--- config.mk ---
export PLATFORM = sky130hd
export DESIGN_NAME = periodic_timer_bank
export DESIGN_NICKNAME = d
export VERILOG_FILES = /design/src/rtl/ptmr_pkg.sv /design/src/rtl/ptmr_decode.sv /design/src/rtl/ptmr_channel.sv /design/src/rtl/periodic_timer_bank.sv
export SDC_FILE = /design/constraint.sdc
export NUM_CORES = 1
export LEC_CHECK = 0
export BUFFER_PORTS_ARGS = -buffer_cell sky130_fd_sc_hd__buf_2
export CAP_MARGIN = 20
export CORE_MARGIN = 3
export CORE_UTILIZATION = 45
export DETAILED_ROUTE_END_ITERATION = 7
export REMOVE_ABC_BUFFERS = 1
export SLEW_MARGIN = 20
export SYNTH_ARGS = -nofsm -noshare
export SYNTH_HDL_FRONTEND = slang
export SYNTH_SLANG_ARGS = --single-unit
--- constraint.sdc ---
create_clock -name clk -period 3.62 [get_ports clk]
set_clock_uncertainty 0.1 [all_clocks]
set_input_delay 0.181 -clock clk [delete_from_list [all_inputs] [get_ports clk]]
set_output_delay 0.181 -clock clk [all_outputs]
set_load 0.05 [all_outputs]
--- src/rtl/ptmr_pkg.sv ---
package ptmr_pkg;
    typedef enum logic {
        CH_IDLE = 1'b0,
        CH_RUN  = 1'b1
    } ch_state_e;

    typedef struct packed {
        logic link;   // bit 2: step on lower neighbour's wrap
        logic tie;    // bit 1: interrupt enable
        logic en;     // bit 0: run
    } ch_ctrl_t;

    localparam logic [1:0] OFF_RELOAD = 2'd0;
    localparam logic [1:0] OFF_COUNT  = 2'd1;
    localparam logic [1:0] OFF_CTRL   = 2'd2;
    localparam logic [1:0] OFF_FLAG   = 2'd3;
    localparam int         FRZ_BIT    = 1;
endpackage

--- src/rtl/ptmr_decode.sv ---
module ptmr_decode #(
    parameter int AW  = 12,
    parameter int NCH = 4,
    localparam int IW = (NCH > 1) ? $clog2(NCH) : 1
) (
    input  logic           we,
    input  logic [AW-1:0]  addr,
    output logic           bank_we,
    output logic [NCH-1:0] reload_we,
    output logic [NCH-1:0] ctrl_we,
    output logic [NCH-1:0] flag_we,
    output logic           hit_bank,
    output logic           hit_ch,
    output logic [IW-1:0]  ch_idx,
    output logic [1:0]     reg_off
);
    import ptmr_pkg::*;

    always_comb begin
        hit_bank = (addr == '0);
        hit_ch   = (addr[AW-1:8] == (AW-8)'(1)) && (addr[1:0] == 2'b00)
                   && (int'(addr[7:4]) < NCH);
        ch_idx   = addr[4 +: IW];
        reg_off  = addr[3:2];
        bank_we  = we && hit_bank;
    end

    for (genvar i = 0; i < NCH; i++) begin : g_strobe
        logic sel;
        assign sel          = we && hit_ch && (int'(ch_idx) == i);
        assign reload_we[i] = sel && (reg_off == OFF_RELOAD);
        assign ctrl_we[i]   = sel && (reg_off == OFF_CTRL);
        assign flag_we[i]   = sel && (reg_off == OFF_FLAG);
    end
endmodule

--- src/rtl/ptmr_channel.sv ---
module ptmr_channel #(
    parameter int W         = 32,
    parameter bit CAN_CHAIN = 1'b1
) (
    input  logic               clk,
    input  logic               rst_n,
    input  logic               frz,
    input  logic               reload_we,
    input  logic               ctrl_we,
    input  logic               flag_we,
    input  logic [W-1:0]       wdata,
    input  logic               chain_in,
    output logic               wrap,
    output logic [W-1:0]       count,
    output logic [W-1:0]       reload,
    output ptmr_pkg::ch_ctrl_t ctrl,
    output logic               flag,
    output logic               irq
);
    import ptmr_pkg::*;

    ch_state_e st_q, st_d;
    logic [W-1:0] cnt_q, cnt_d, rl_q;
    ch_ctrl_t ctrl_q;
    logic flag_q, flag_d;
    logic linked, step;

    assign linked = CAN_CHAIN && ctrl_q.link;
    assign step   = !frz && (linked ? chain_in : 1'b1);

    // state register
    always_ff @(posedge clk) begin
        if (!rst_n) begin
            st_q   <= CH_IDLE;
            cnt_q  <= '0;
            flag_q <= 1'b0;
        end else begin
            st_q   <= st_d;
            cnt_q  <= cnt_d;
            flag_q <= flag_d;
        end
    end

    // software-written registers
    always_ff @(posedge clk) begin
        if (!rst_n) begin
            rl_q   <= '0;
            ctrl_q <= '0;
        end else begin
            if (reload_we) rl_q <= wdata;
            if (ctrl_we)   ctrl_q <= ch_ctrl_t'(wdata[2:0]);
        end
    end

    // next state and outputs
    always_comb begin
        st_d  = st_q;
        cnt_d = cnt_q;
        wrap  = 1'b0;
        unique case (st_q)
            CH_IDLE: begin
                if (ctrl_q.en && !frz) begin
                    st_d  = CH_RUN;
                    cnt_d = rl_q;
                end
            end
            CH_RUN: begin
                if (!ctrl_q.en) begin
                    st_d = CH_IDLE;
                end else if (step) begin
                    if (cnt_q == '0) begin
                        wrap  = 1'b1;
                        cnt_d = rl_q;
                    end else begin
                        cnt_d = cnt_q - 1'b1;
                    end
                end
            end
            default: st_d = CH_IDLE;
        endcase
        if (wrap)                     flag_d = 1'b1;
        else if (flag_we && wdata[0]) flag_d = 1'b0;
        else                          flag_d = flag_q;
    end

    assign count  = cnt_q;
    assign reload = rl_q;
    assign ctrl   = ctrl_q;
    assign flag   = flag_q;
    assign irq    = flag_q && ctrl_q.tie;

    assert_step_down_R3: assert property (@(posedge clk) disable iff (!rst_n)
        (st_q == CH_RUN && ctrl_q.en && step && cnt_q != '0)
        |=> cnt_q == $past(cnt_q) - 1'b1);
    assert_wrap_reload_R4: assert property (@(posedge clk) disable iff (!rst_n)
        (st_q == CH_RUN && ctrl_q.en && step && cnt_q == '0)
        |=> (cnt_q == $past(rl_q)) && flag_q);
    assert_reload_write_keeps_count_R5: assert property (@(posedge clk) disable iff (!rst_n)
        (reload_we && st_q == CH_RUN && !step) |=> $stable(cnt_q));
    assert_idle_hold_R6: assert property (@(posedge clk) disable iff (!rst_n)
        (st_q == CH_IDLE && !ctrl_q.en) |=> $stable(cnt_q));
    assert_clear_loses_to_wrap_R8: assert property (@(posedge clk) disable iff (!rst_n)
        (wrap && flag_we && wdata[0]) |=> flag_q);
    assert_linked_waits_R10: assert property (@(posedge clk) disable iff (!rst_n)
        (st_q == CH_RUN && linked && !chain_in) |=> $stable(cnt_q));
endmodule

--- src/rtl/periodic_timer_bank.sv ---
module periodic_timer_bank #(
    parameter int AW  = 12,
    parameter int DW  = 32,
    parameter int NCH = 4
) (
    input  logic           clk,
    input  logic           rst_n,
    input  logic           bus_we,
    input  logic [AW-1:0]  bus_addr,
    input  logic [DW-1:0]  bus_wdata,
    output logic [DW-1:0]  bus_rdata,
    output logic [NCH-1:0] irq
);
    import ptmr_pkg::*;

    localparam int IW = (NCH > 1) ? $clog2(NCH) : 1;

    logic           frz_q;
    logic           bank_we, hit_bank, hit_ch;
    logic [NCH-1:0] reload_we, ctrl_we, flag_we, wrap, flag;
    logic [IW-1:0]  ch_idx;
    logic [1:0]     reg_off;
    logic [DW-1:0]  count_a  [NCH];
    logic [DW-1:0]  reload_a [NCH];
    ch_ctrl_t       ctrl_a   [NCH];

    ptmr_decode #(.AW(AW), .NCH(NCH)) u_decode (
        .we        (bus_we),
        .addr      (bus_addr),
        .bank_we   (bank_we),
        .reload_we (reload_we),
        .ctrl_we   (ctrl_we),
        .flag_we   (flag_we),
        .hit_bank  (hit_bank),
        .hit_ch    (hit_ch),
        .ch_idx    (ch_idx),
        .reg_off   (reg_off)
    );

    always_ff @(posedge clk) begin
        if (!rst_n)       frz_q <= 1'b1;
        else if (bank_we) frz_q <= bus_wdata[FRZ_BIT];
    end

    for (genvar i = 0; i < NCH; i++) begin : g_ch
        logic chain_src;
        if (i == 0) begin : g_first
            assign chain_src = 1'b0;
        end else begin : g_rest
            assign chain_src = wrap[i-1];
        end

        ptmr_channel #(.W(DW), .CAN_CHAIN(i != 0)) u_ch (
            .clk       (clk),
            .rst_n     (rst_n),
            .frz       (frz_q),
            .reload_we (reload_we[i]),
            .ctrl_we   (ctrl_we[i]),
            .flag_we   (flag_we[i]),
            .wdata     (bus_wdata),
            .chain_in  (chain_src),
            .wrap      (wrap[i]),
            .count     (count_a[i]),
            .reload    (reload_a[i]),
            .ctrl      (ctrl_a[i]),
            .flag      (flag[i]),
            .irq       (irq[i])
        );

        assert_frozen_hold_R7: assert property (@(posedge clk) disable iff (!rst_n)
            frz_q |=> $stable(count_a[i]));
    end

    always_comb begin
        bus_rdata = '0;
        if (hit_bank) begin
            bus_rdata[FRZ_BIT] = frz_q;
        end else if (hit_ch) begin
            unique case (reg_off)
                OFF_RELOAD: bus_rdata = reload_a[ch_idx];
                OFF_COUNT:  bus_rdata = count_a[ch_idx];
                OFF_CTRL:   bus_rdata = DW'(ctrl_a[ch_idx]);
                OFF_FLAG:   bus_rdata = DW'(flag[ch_idx]);
                default:    bus_rdata = '0;
            endcase
        end
    end
endmodule

==> out/qor.csv, run 1 <==
stage;metric;value;unit
critical_path;crit path from;g_ch[1].u_ch.count[18];
cells_and_area;fin nets;2122;
drt;DR vias;15800;
clocking;worst-skew pair later-pin latency;580;ps
cells_and_area;Finished Layout Cells;2539;
clocking;setup bufs post-CTS;0;
critical_path;Crit Reg-Reg Startpoint;g_ch[1].u_ch.count[18];
drt;WL/cell;22.8;um
die;I/O pins;83;
sta;post-route clock period utilization;94.7;%
drt;TritonRoute pass-1 iters;6;
placement;# port buffers;82;
drt;Iter 0 DRT Violations;1601;
pwr;PwrDens;362;nW/um^2
critical_path;Setup crit end kind;register;
synth;Cells after Synth;1999;
die;Rows;67;
sta;Max Slew Vio Count;0;
cells_and_area;commonest non-fill, non-tap cells in the layout;388 x nand2_1, 289 x a21oi_1, 277 x dfxtp_1, 174 x nor2_1, 141 x o21ai_0;
cells_and_area;Storage cell area;5550;um^2
cells_and_area;Final Util;53.3;%
critical_path;sum of buffers and inverters on the critical path;1;
clocking;clock tree buffer depth;3;
die;DIE AREA;36600;um^2
drt;Post-route DRC;0;
cells_and_area;Fillers;3248;
global_route;first-pass GRT wire length;88.7;mm
critical_path;worst-path cell chain;or4_1, nor4_1, nand4_1, a2111oi_4, o2111ai_2, a31o_2, buf_12, o21ba_2, o221a_2;
cells_and_area;Layout area overhead;16.4;%
die;DIE HEIGHT;191;um
placement;DP Wirelength;38.7;mm
pwr;power after layout;6.51;mW
status;outcome;complete, no violations;
die;core box area;33700;um^2
clocking;Root Driver;clkbuf_16;
synth;Post-synth EDFFs;0;
clocking;CTS tree;yes;
clocking;clk sink count;277;
critical_path;slowest stage cell, crit path;or4_1;
sta;fmax;0.292;GHz
min_path;Hold Startpoint;bus_addr[3];
synth;sequential fraction of the synthesis area;35.9;%
global_route;gr ovfl total;0;
clocking;Clock Pin Slew Worst Setup and Hold Paths;60;ps
synth;Post-synth top flop;dfxtp_1;
pwr;Lkg Pwr;6.21;nW
sta;max_slew headroom;29.5;%
sta;pin slew with the least headroom to its limit;1060;ps
die;Die X;191;um
critical_path;Worst setup SP type;register;
sta;RSZ-0062 raised after global routing;no;
cells_and_area;most common cell after layout, fill and taps aside;nand2_1;
synth;Yosys warnings;0;
drt;vias per cell;6.21;
clocking;Num CTS Buffers;31;
drt;post-route ant nets;0;
min_path;Hold Path Class;in2reg;
pwr;worst vdd ir;0.354;mV
cells_and_area;footprint of the multi-input gates;9190;um^2
critical_path;crit path kind;reg2reg;
critical_path;crit-path leading delay family;simple AND/OR/NAND/NOR gates;
synth;share of flip-flops with an asynchronous set or reset;0;%
global_route;largest net degree at the start of global routing;99;
critical_path;Critical Path RT;4050;ps
global_route;GRT Overall Usage;31.1;%
sta;fin crit period;3430;ps
sta;worst setup margin;192;ps
clocking;H-tree levels;1;
placement;dpl cells;2446;
die;Initial Utilization;45.8;%
critical_path;R2R Setup Slk;190;ps
synth;#FFs+latches synth;277;
synth;synthesized area;15400;um^2
synth;syn avg cell area;7.73;um^2
sta;Final Hold Viols;0;
cells_and_area;fraction of layout cells with a size suffix above 1;15.5;%
placement;GPL Wtd Cong;0.965;
global_route;vias in the first global route;14700;
critical_path;Worst Path Max Fanout;42;
run;Max-cap violations;0;
cells_and_area;ant diodes;0;
critical_path;WP data arrival;3860;ps
synth;distinct cell type count after synthesis;62;
critical_path;worst stage delay on the critical path;630;ps
placement;pre-CTS setup slack;235;ps
global_route;initial antenna violation count;1;
sta;Hold Slack;67.7;ps
sta;setup violators final;0;
drt;final wirelength;57.8;mm
-- power breakdown --
part           internal (mW)  switching [mW]  leakage (nW)  total (mW)
Sequential              3.05        0.000169          2.23        3.05
Clock                   1.85            1.35         0.509        3.21
Combinational         0.0939           0.164          3.48       0.258
Total                   5.00            1.51          6.21        6.51
-- worst register-to-register path, delay by kind of cell (launching register included) --
kind / cells / cell delay, ps
AO/OA/AOI/OAI: 5 / 1350
AND/OR/NAND/NOR: 3 / 1400
flip-flops: 1 / 350
buffers and inverters: 1 / 180
-- cell type report --
cell class / instances / share of cell area [%]
clock buffers: 45 / 5.00
clock inverters: 12 / 0.654
inverters: 33 / 0.717
multi-input cells: 1525 / 51.2
flip-flops and latches: 277 / 30.9
well taps: 448 / 3.12
repair buffers: 199 / 8.49
-- registers in the layout, summed over array words and instances, names as in the netlist --
| signal | cells |
|---|---|
| g_ch.u_ch.count | 128 |
| g_ch.u_ch.reload | 128 |
| g_ch.u_ch.ctrl | 9 |
| g_ch.u_ch.flag | 4 |
| g_ch.u_ch.st_q | 4 |
| g_ch.u_ch.linked | 3 |
| frz_q | 1 |
-- stage by stage --
stage / instance area [um^2] / TNS, ps
finish: 18000 / 0
floorplan: 14800 / -129320
global route: 18000 / 0
global placement: 16600 / 0
detailed placement: 16600 / 0
CTS: 18000 / 0
-- logic make-up after synthesis --
group / synth area share [%]
fa+ha+maj: 0.648
compound gates: 22.0
simple gates: 23.8
flops: 35.9
mux: 12.5
buf+inv: 5.09
-- routing by layer --
metal	track usage (%)	routed length [um]	up-vias
met2	49.1	26000	741
met1	44.8	25600	7606
li1	-	-	7311
met3	3.14	4400	100
met4	10.1	1780	0
met5	0	0	-
-- cell usage after synthesis, types with 12 or more instances --
library cell	n	area share (%)
nand2_1	390	9.5
a21oi_1	290	9.4
dfxtp_1	277	36
nor2_1	177	4.3
o21ai_0	141	4.6
clkbuf_1	138	3.4
nor3_1	71	2.3
mux4_2	69	10
mux2i_1	38	2.5
nand3_1	38	1.2
inv_1	33	0.80
and2_1	31	1.3
nor4_1	26	1.1
a22oi_1	18	0.87
o32ai_1	18	1.0
a31oi_1	17	0.69
o31ai_1	17	0.83
o211ai_1	16	0.78
nand4_1	15	0.61
or3_1	14	0.57
buf_1	12	0.29
or4_1	12	0.58
-- final timing paths --
path / endpoint / cells past startpoint
hold / removal: g_ch[1].u_ch.flag / 4
setup / recovery: g_ch[3].u_ch.count[21] / 9
hold reg to reg: g_ch[2].u_ch.reload[10] / 2
setup reg to reg: g_ch[3].u_ch.count[21] / 9
-- what timing repair did --
| action | in CTS | in global routing |
|---|---|---|
| endpoints found under the hold margin | 141 | 0 |
| hold buffers | 35 | 0 |
| resized for setup | 0 | 0 |
Power figures use the tool's default switching activity.
==> run 2, diff against run 1 <==
--- a/config.mk
+++ b/config.mk
@@ -10,7 +10,7 @@
 export CORE_MARGIN = 3
 export CORE_UTILIZATION = 45
 export DETAILED_ROUTE_END_ITERATION = 7
-export REMOVE_ABC_BUFFERS = 1
+export RECOVER_POWER = 25
 export SLEW_MARGIN = 20
 export SYNTH_ARGS = -nofsm -noshare
 export SYNTH_HDL_FRONTEND = slang
==> out/qor.csv, run 2 (synthesized netlist as in run 1, its figures left out) <==
stage;metric;value;unit
clocking;Num CTS Buffers;31;
clocking;worst-skew pair later-pin latency;590;ps
run;Max-cap violations;1;
sta;Fin Setup TNS;0;ps
status;failing checks;max-capacitance violations, max-slew violations;
critical_path;Critical Path RT;3940;ps
min_path;Hold Path Class;in2reg;
global_route;vias in the first global route;14500;
cells_and_area;most common cell after layout, fill and taps aside;nand2_1;
critical_path;crit path kind;reg2reg;
drt;WL/cell;22.1;um
sta;post-route clock period utilization;92.8;%
sta;max_slew headroom;-130;%
drt;vias per cell;6.16;
clocking;clock tree buffer depth;3;
sta;pin slew with the least headroom to its limit;3460;ps
cells_and_area;Fillers;3219;
critical_path;WP data arrival;3680;ps
sta;Final Hold Viols;0;
sta;fmax;0.298;GHz
global_route;first-pass GRT wire length;86.6;mm
cells_and_area;Final Util;53.6;%
clocking;Root Driver;clkbuf_16;
status;outcome;finished with violations;
die;core box area;33700;um^2
die;Rows;67;
placement;# port buffers;82;
critical_path;R2R Setup Slk;260;ps
die;I/O pins;83;
sta;fin crit period;3360;ps
pwr;worst vdd ir;0.357;mV
cells_and_area;fraction of layout cells with a size suffix above 1;15.1;%
pwr;Lkg Pwr;6.22;nW
sta;setup violators final;0;
cells_and_area;fin nets;2126;
drt;TritonRoute pass-1 iters;5;
synth;syn_nets;2054;
critical_path;Setup crit end kind;register;
cells_and_area;footprint of the multi-input gates;9180;um^2
clocking;clk sink count;277;
pwr;PwrDens;370;nW/um^2
drt;post-route ant nets;0;
global_route;GRT Overall Usage;30.1;%
clocking;CTS tree;yes;
clocking;H-tree levels;1;
die;Die X;191;um
cells_and_area;Layout area overhead;16.9;%
drt;DR vias;15700;
critical_path;Worst setup SP type;register;
global_route;largest net degree at the start of global routing;131;
placement;DP Wirelength;39.3;mm
drt;Iter 0 DRT Violations;1768;
die;DIE HEIGHT;191;um
global_route;initial antenna violation count;1;
cells_and_area;commonest non-fill, non-tap cells in the layout;388 x nand2_1, 289 x a21oi_1, 277 x dfxtp_1, 175 x nor2_1, 141 x o21ai_0;
die;DIE AREA;36600;um^2
drt;Post-route DRC;0;
drt;final wirelength;56.2;mm
critical_path;Worst Path Max Fanout;18;
sta;Max Slew Vio Count;63;
global_route;gr ovfl total;0;
sta;RSZ-0062 raised after global routing;no;
clocking;Clock Pin Slew Worst Setup and Hold Paths;60;ps
cells_and_area;Storage cell area;5550;um^2
die;Initial Utilization;45.8;%
placement;GPL Wtd Cong;0.912;
cells_and_area;ant diodes;0;
==> run 2: cell types whose count changed in the layout (fill, tap and decap cells not counted), moves of 3 or more <==
cell | before | now
buf_12 | 11 | 14
buf_2 | 80 | 75
buf_4 | 72 | 66
clkbuf_1 | 7 | 16
clkinv_2 | 8 | 5
==> run 2: final cells by class <==
class,count,share of cell area (%)
multi-input combinational,1525,50.8
sequential,277,30.7
timing repair buffer,203,8.65
clock buffer,43,4.99
tap,448,3.10
clock inverter,13,0.984
inverter,33,0.728
==> run 2: path summary, 6_finish.rpt <==
| check | cells after the start | from | endpoint |
|---|---|---|---|
| setup / recovery | 9 | g_ch[0].u_ch.count[3] | g_ch[3].u_ch.count[31] |
| hold / removal | 4 | bus_addr[3] | g_ch[1].u_ch.flag |
| setup reg to reg | 9 | g_ch[0].u_ch.count[3] | g_ch[3].u_ch.count[31] |
| hold reg to reg | 2 | g_ch[2].u_ch.reload[21] | g_ch[2].u_ch.reload[21] |
==> run 2: timing repair <==
action                                 CTS  global route
setup buffers                            0             0
setup endpoints to repair                0            14
resized for setup                        0             1
endpoints found under the hold margin  141             0
hold buffers                            35             0
==> run 2: power by group <==
group          total (mW)  switching (mW)  internal [mW]
sequential           3.05        0.000175           3.05
clock                3.38            1.36           2.01
combinational       0.256           0.163         0.0936
total                6.68            1.53           5.15
==> run 2: worst max-delay path, stage by stage, from the launching register on <==
cell and delay, ps:
dfxtp_1 380, nor4_1 490, nand2_1 230, or4_4 560, a2111oi_4 420, o2111ai_2 170, a31o_2 320, buf_4 210
o211ai_1 200, o31ai_1 120
==> run 2: per-stage QoR <==
stage               setup slack [ps]  cells  hold WS [ps]  area (um^2)  power [mW]
CTS                              171   2541          23.9        18100        6.71
floorplan                        600   1999           217        15400        3.25
global route                    52.1   2542          49.3        18100        6.85
detailed placement               203   2450           364        16600        3.34
global placement                 236   2450           357        16600        3.34
finish                           261   2542          47.8        18100        6.68
==> run 2: per-layer routing <==
| metal | global-route usage, % | up-vias | wire length [um] |
|---|---|---|---|
| met5 | 0 | - | 0 |
| met4 | 6.89 | 0 | 1270 |
| met3 | 3.34 | 94 | 4000 |
| met2 | 49.2 | 677 | 26400 |
| met1 | 43.0 | 7572 | 24600 |
| li1 | - | 7308 | - |
==> run 3, diff against run 2 <==
--- a/config.mk
+++ b/config.mk
@@ -7,8 +7,7 @@
 export LEC_CHECK = 0
 export BUFFER_PORTS_ARGS = -buffer_cell sky130_fd_sc_hd__buf_2
 export CAP_MARGIN = 20
-export CORE_MARGIN = 3
-export CORE_UTILIZATION = 45
+export CORE_UTILIZATION = 35
 export DETAILED_ROUTE_END_ITERATION = 7
 export RECOVER_POWER = 25
 export SLEW_MARGIN = 20
==> out/qor.csv, run 3 (synthesized netlist as in run 1, its figures left out) <==
stage;metric;value;unit
synth;syn_nets;2054;
status;outcome;complete, no violations;
critical_path;worst stage delay on the critical path;650;ps
die;Die X;212;um
global_route;vias in the first global route;14900;
placement;pre-CTS setup slack;180;ps
clocking;clk sink count;277;
placement;GPL Wtd Cong;0.936;
critical_path;R2R Setup Slk;90;ps
critical_path;crit path kind;reg2reg;
placement;DP Wirelength;41.2;mm
critical_path;Crit Reg-Reg Startpoint;g_ch[0].u_ch.count[26];
die;core box area;43300;um^2
sta;post-route clock period utilization;97.5;%
sta;Fin Setup TNS;0;ps
drt;WL/cell;21.6;um
critical_path;worst reg2reg path endpoint;g_ch[3].u_ch.count[2];
min_path;Hold Path Class;in2reg;
critical_path;crit path from;g_ch[0].u_ch.count[26];
global_route;GRT Overall Usage;25.4;%
cells_and_area;fin nets;2126;
critical_path;Setup crit end kind;register;
cells_and_area;most common cell after layout, fill and taps aside;nand2_1;
critical_path;Worst Path Max Fanout;28;
clocking;Root Driver;clkbuf_16;
global_route;first-pass GRT wire length;88.8;mm
global_route;gr ovfl total;0;
sta;setup violators final;0;
clocking;Num CTS Buffers;31;
sta;fin crit period;3530;ps
sta;Hold Slack;104;ps
run;Max-cap violations;0;
critical_path;crit-path leading delay family;simple AND/OR/NAND/NOR gates;
placement;# port buffers;82;
drt;post-route ant nets;0;
global_route;largest net degree at the start of global routing;89;
die;DIE AREA;45000;um^2
clocking;H-tree levels;1;
pwr;PwrDens;360;nW/um^2
min_path;Endpoint, Worst Hold;g_ch[1].u_ch.flag;
critical_path;worst-path cell chain;nor4_1, nand4_1, or4_4, a2111oi_4, o2111ai_2, a31o_2, buf_12, o211ai_1, o31ai_1;
drt;Post-route DRC;0;
clocking;Clock Pin Slew Worst Setup and Hold Paths;60;ps
cells_and_area;Layout area overhead;17.3;%
sta;Max Slew Vio Count;0;
cells_and_area;commonest non-fill, non-tap cells in the layout;388 x nand2_1, 289 x a21oi_1, 277 x dfxtp_1, 175 x nor2_1, 141 x o21ai_0;
min_path;Hold Startpoint;bus_addr[3];
sta;max_slew headroom;22.7;%
die;Rows;76;
cells_and_area;Final Util;41.9;%
drt;vias per cell;5.90;
clocking;CTS tree;yes;
pwr;worst vdd ir;0.332;mV
critical_path;Worst setup SP type;register;
sta;fmax;0.283;GHz
sta;worst setup margin;89.2;ps
placement;Post-DP Area;16800;um^2
pwr;Lkg Pwr;6.17;nW
cells_and_area;Post-Layout Inst Area;18100;um^2
drt;final wirelength;57.7;mm
critical_path;slowest stage cell, crit path;nor4_1;
clocking;setup bufs post-CTS;0;
clocking;worst-skew pair later-pin latency;580;ps
drt;DR vias;15800;
drt;Iter 0 DRT Violations;1683;
critical_path;Critical Path RT;3940;ps
cells_and_area;ant diodes;0;
drt;TritonRoute pass-1 iters;6;
clocking;clock tree buffer depth;3;
sta;Final Hold Viols;0;
die;DIE HEIGHT;212;um
die;I/O pins;83;
die;Initial Utilization;35.7;%
critical_path;sum of buffers and inverters on the critical path;1;
critical_path;WP data arrival;3850;ps
cells_and_area;fraction of layout cells with a size suffix above 1;14.8;%
sta;pin slew with the least headroom to its limit;1160;ps
global_route;initial antenna violation count;1;
min_path;hold-critical path depth;4;
critical_path;r2r worst-path depth;9;
==> run 3: cell types whose count changed in the layout (fill, tap and decap cells not counted) <==
| cell | change |
|---|---|
| buf_12 | -3 |
| buf_4 | +6 |
| buf_8 | -1 |
| bufinv_16 | -1 |
| clkbuf_1 | +1 |
| clkbuf_8 | -1 |
| clkinv_2 | -3 |
| clkinv_4 | -1 |
| clkinvlp_4 | -2 |
| inv_6 | +1 |
| inv_8 | -1 |
| o31a_1 | +1 |
| o31a_2 | -1 |
==> run 3: area by class of cell <==
type,count,area [um^2]
Clock buffer,45,898
Timing Repair Buffer,203,1520
Fill cell,4346,25200
Sequential cell,277,5550
Multi-Input combinational cell,1525,9180
Clock inverter,6,109
Inverter,33,129
Tap cell,585,732
==> run 3: power by group <==
group	internal, mW	switching, mW
combinational	0.0936	0.165
clock	1.91	1.31
sequential	3.05	0.000173
total	5.05	1.48
==> run 3: worst max path at each step <==
| stage | cells past startpoint | endpoint |
|---|---|---|
| 3_5_place_dp | 9 | g_ch[3].u_ch.count[2] |
| 4_1_cts | 9 | g_ch[3].u_ch.count[2] |
| 5_1_grt | 9 | g_ch[3].u_ch.count[2] |
| 3_3_place_gp | 9 | g_ch[3].u_ch.count[19] |
| 6_report | 9 | g_ch[3].u_ch.count[2] |
| 2_1_floorplan | 11 | g_ch[3].u_ch.count[1] |
==> run 3: tightest hold or removal path: stages <==
cell and delay, ps:
buf_2 190, nand3_1 110, o21a_1 130, o21a_1 130
==> run 3: repair_timing <==
action,4_1_cts,5_1_grt
gates resized for setup,0,1
setup endpoints to repair,0,32
endpoints found under the hold margin,141,0
hold buffers,35,0
==> run 3: through the flow <==
step                total power, mW  std cells
global route                   6.68       2674
floorplan                      3.25       1999
finish                         6.53       2674
global placement               3.34       2588
detailed placement             3.35       2588
CTS                            6.56       2674
==> run 3: layer usage <==
| layer | track usage [%] | share of wire, % | up-vias |
|---|---|---|---|
| met5 | 0 | 0 | - |
| li1 | - | - | 7299 |
| met1 | 33.7 | 42 | 7684 |
| met3 | 2.98 | 6.7 | 125 |
| met4 | 10.5 | 4.0 | 0 |
| met2 | 41.9 | 47 | 665 |
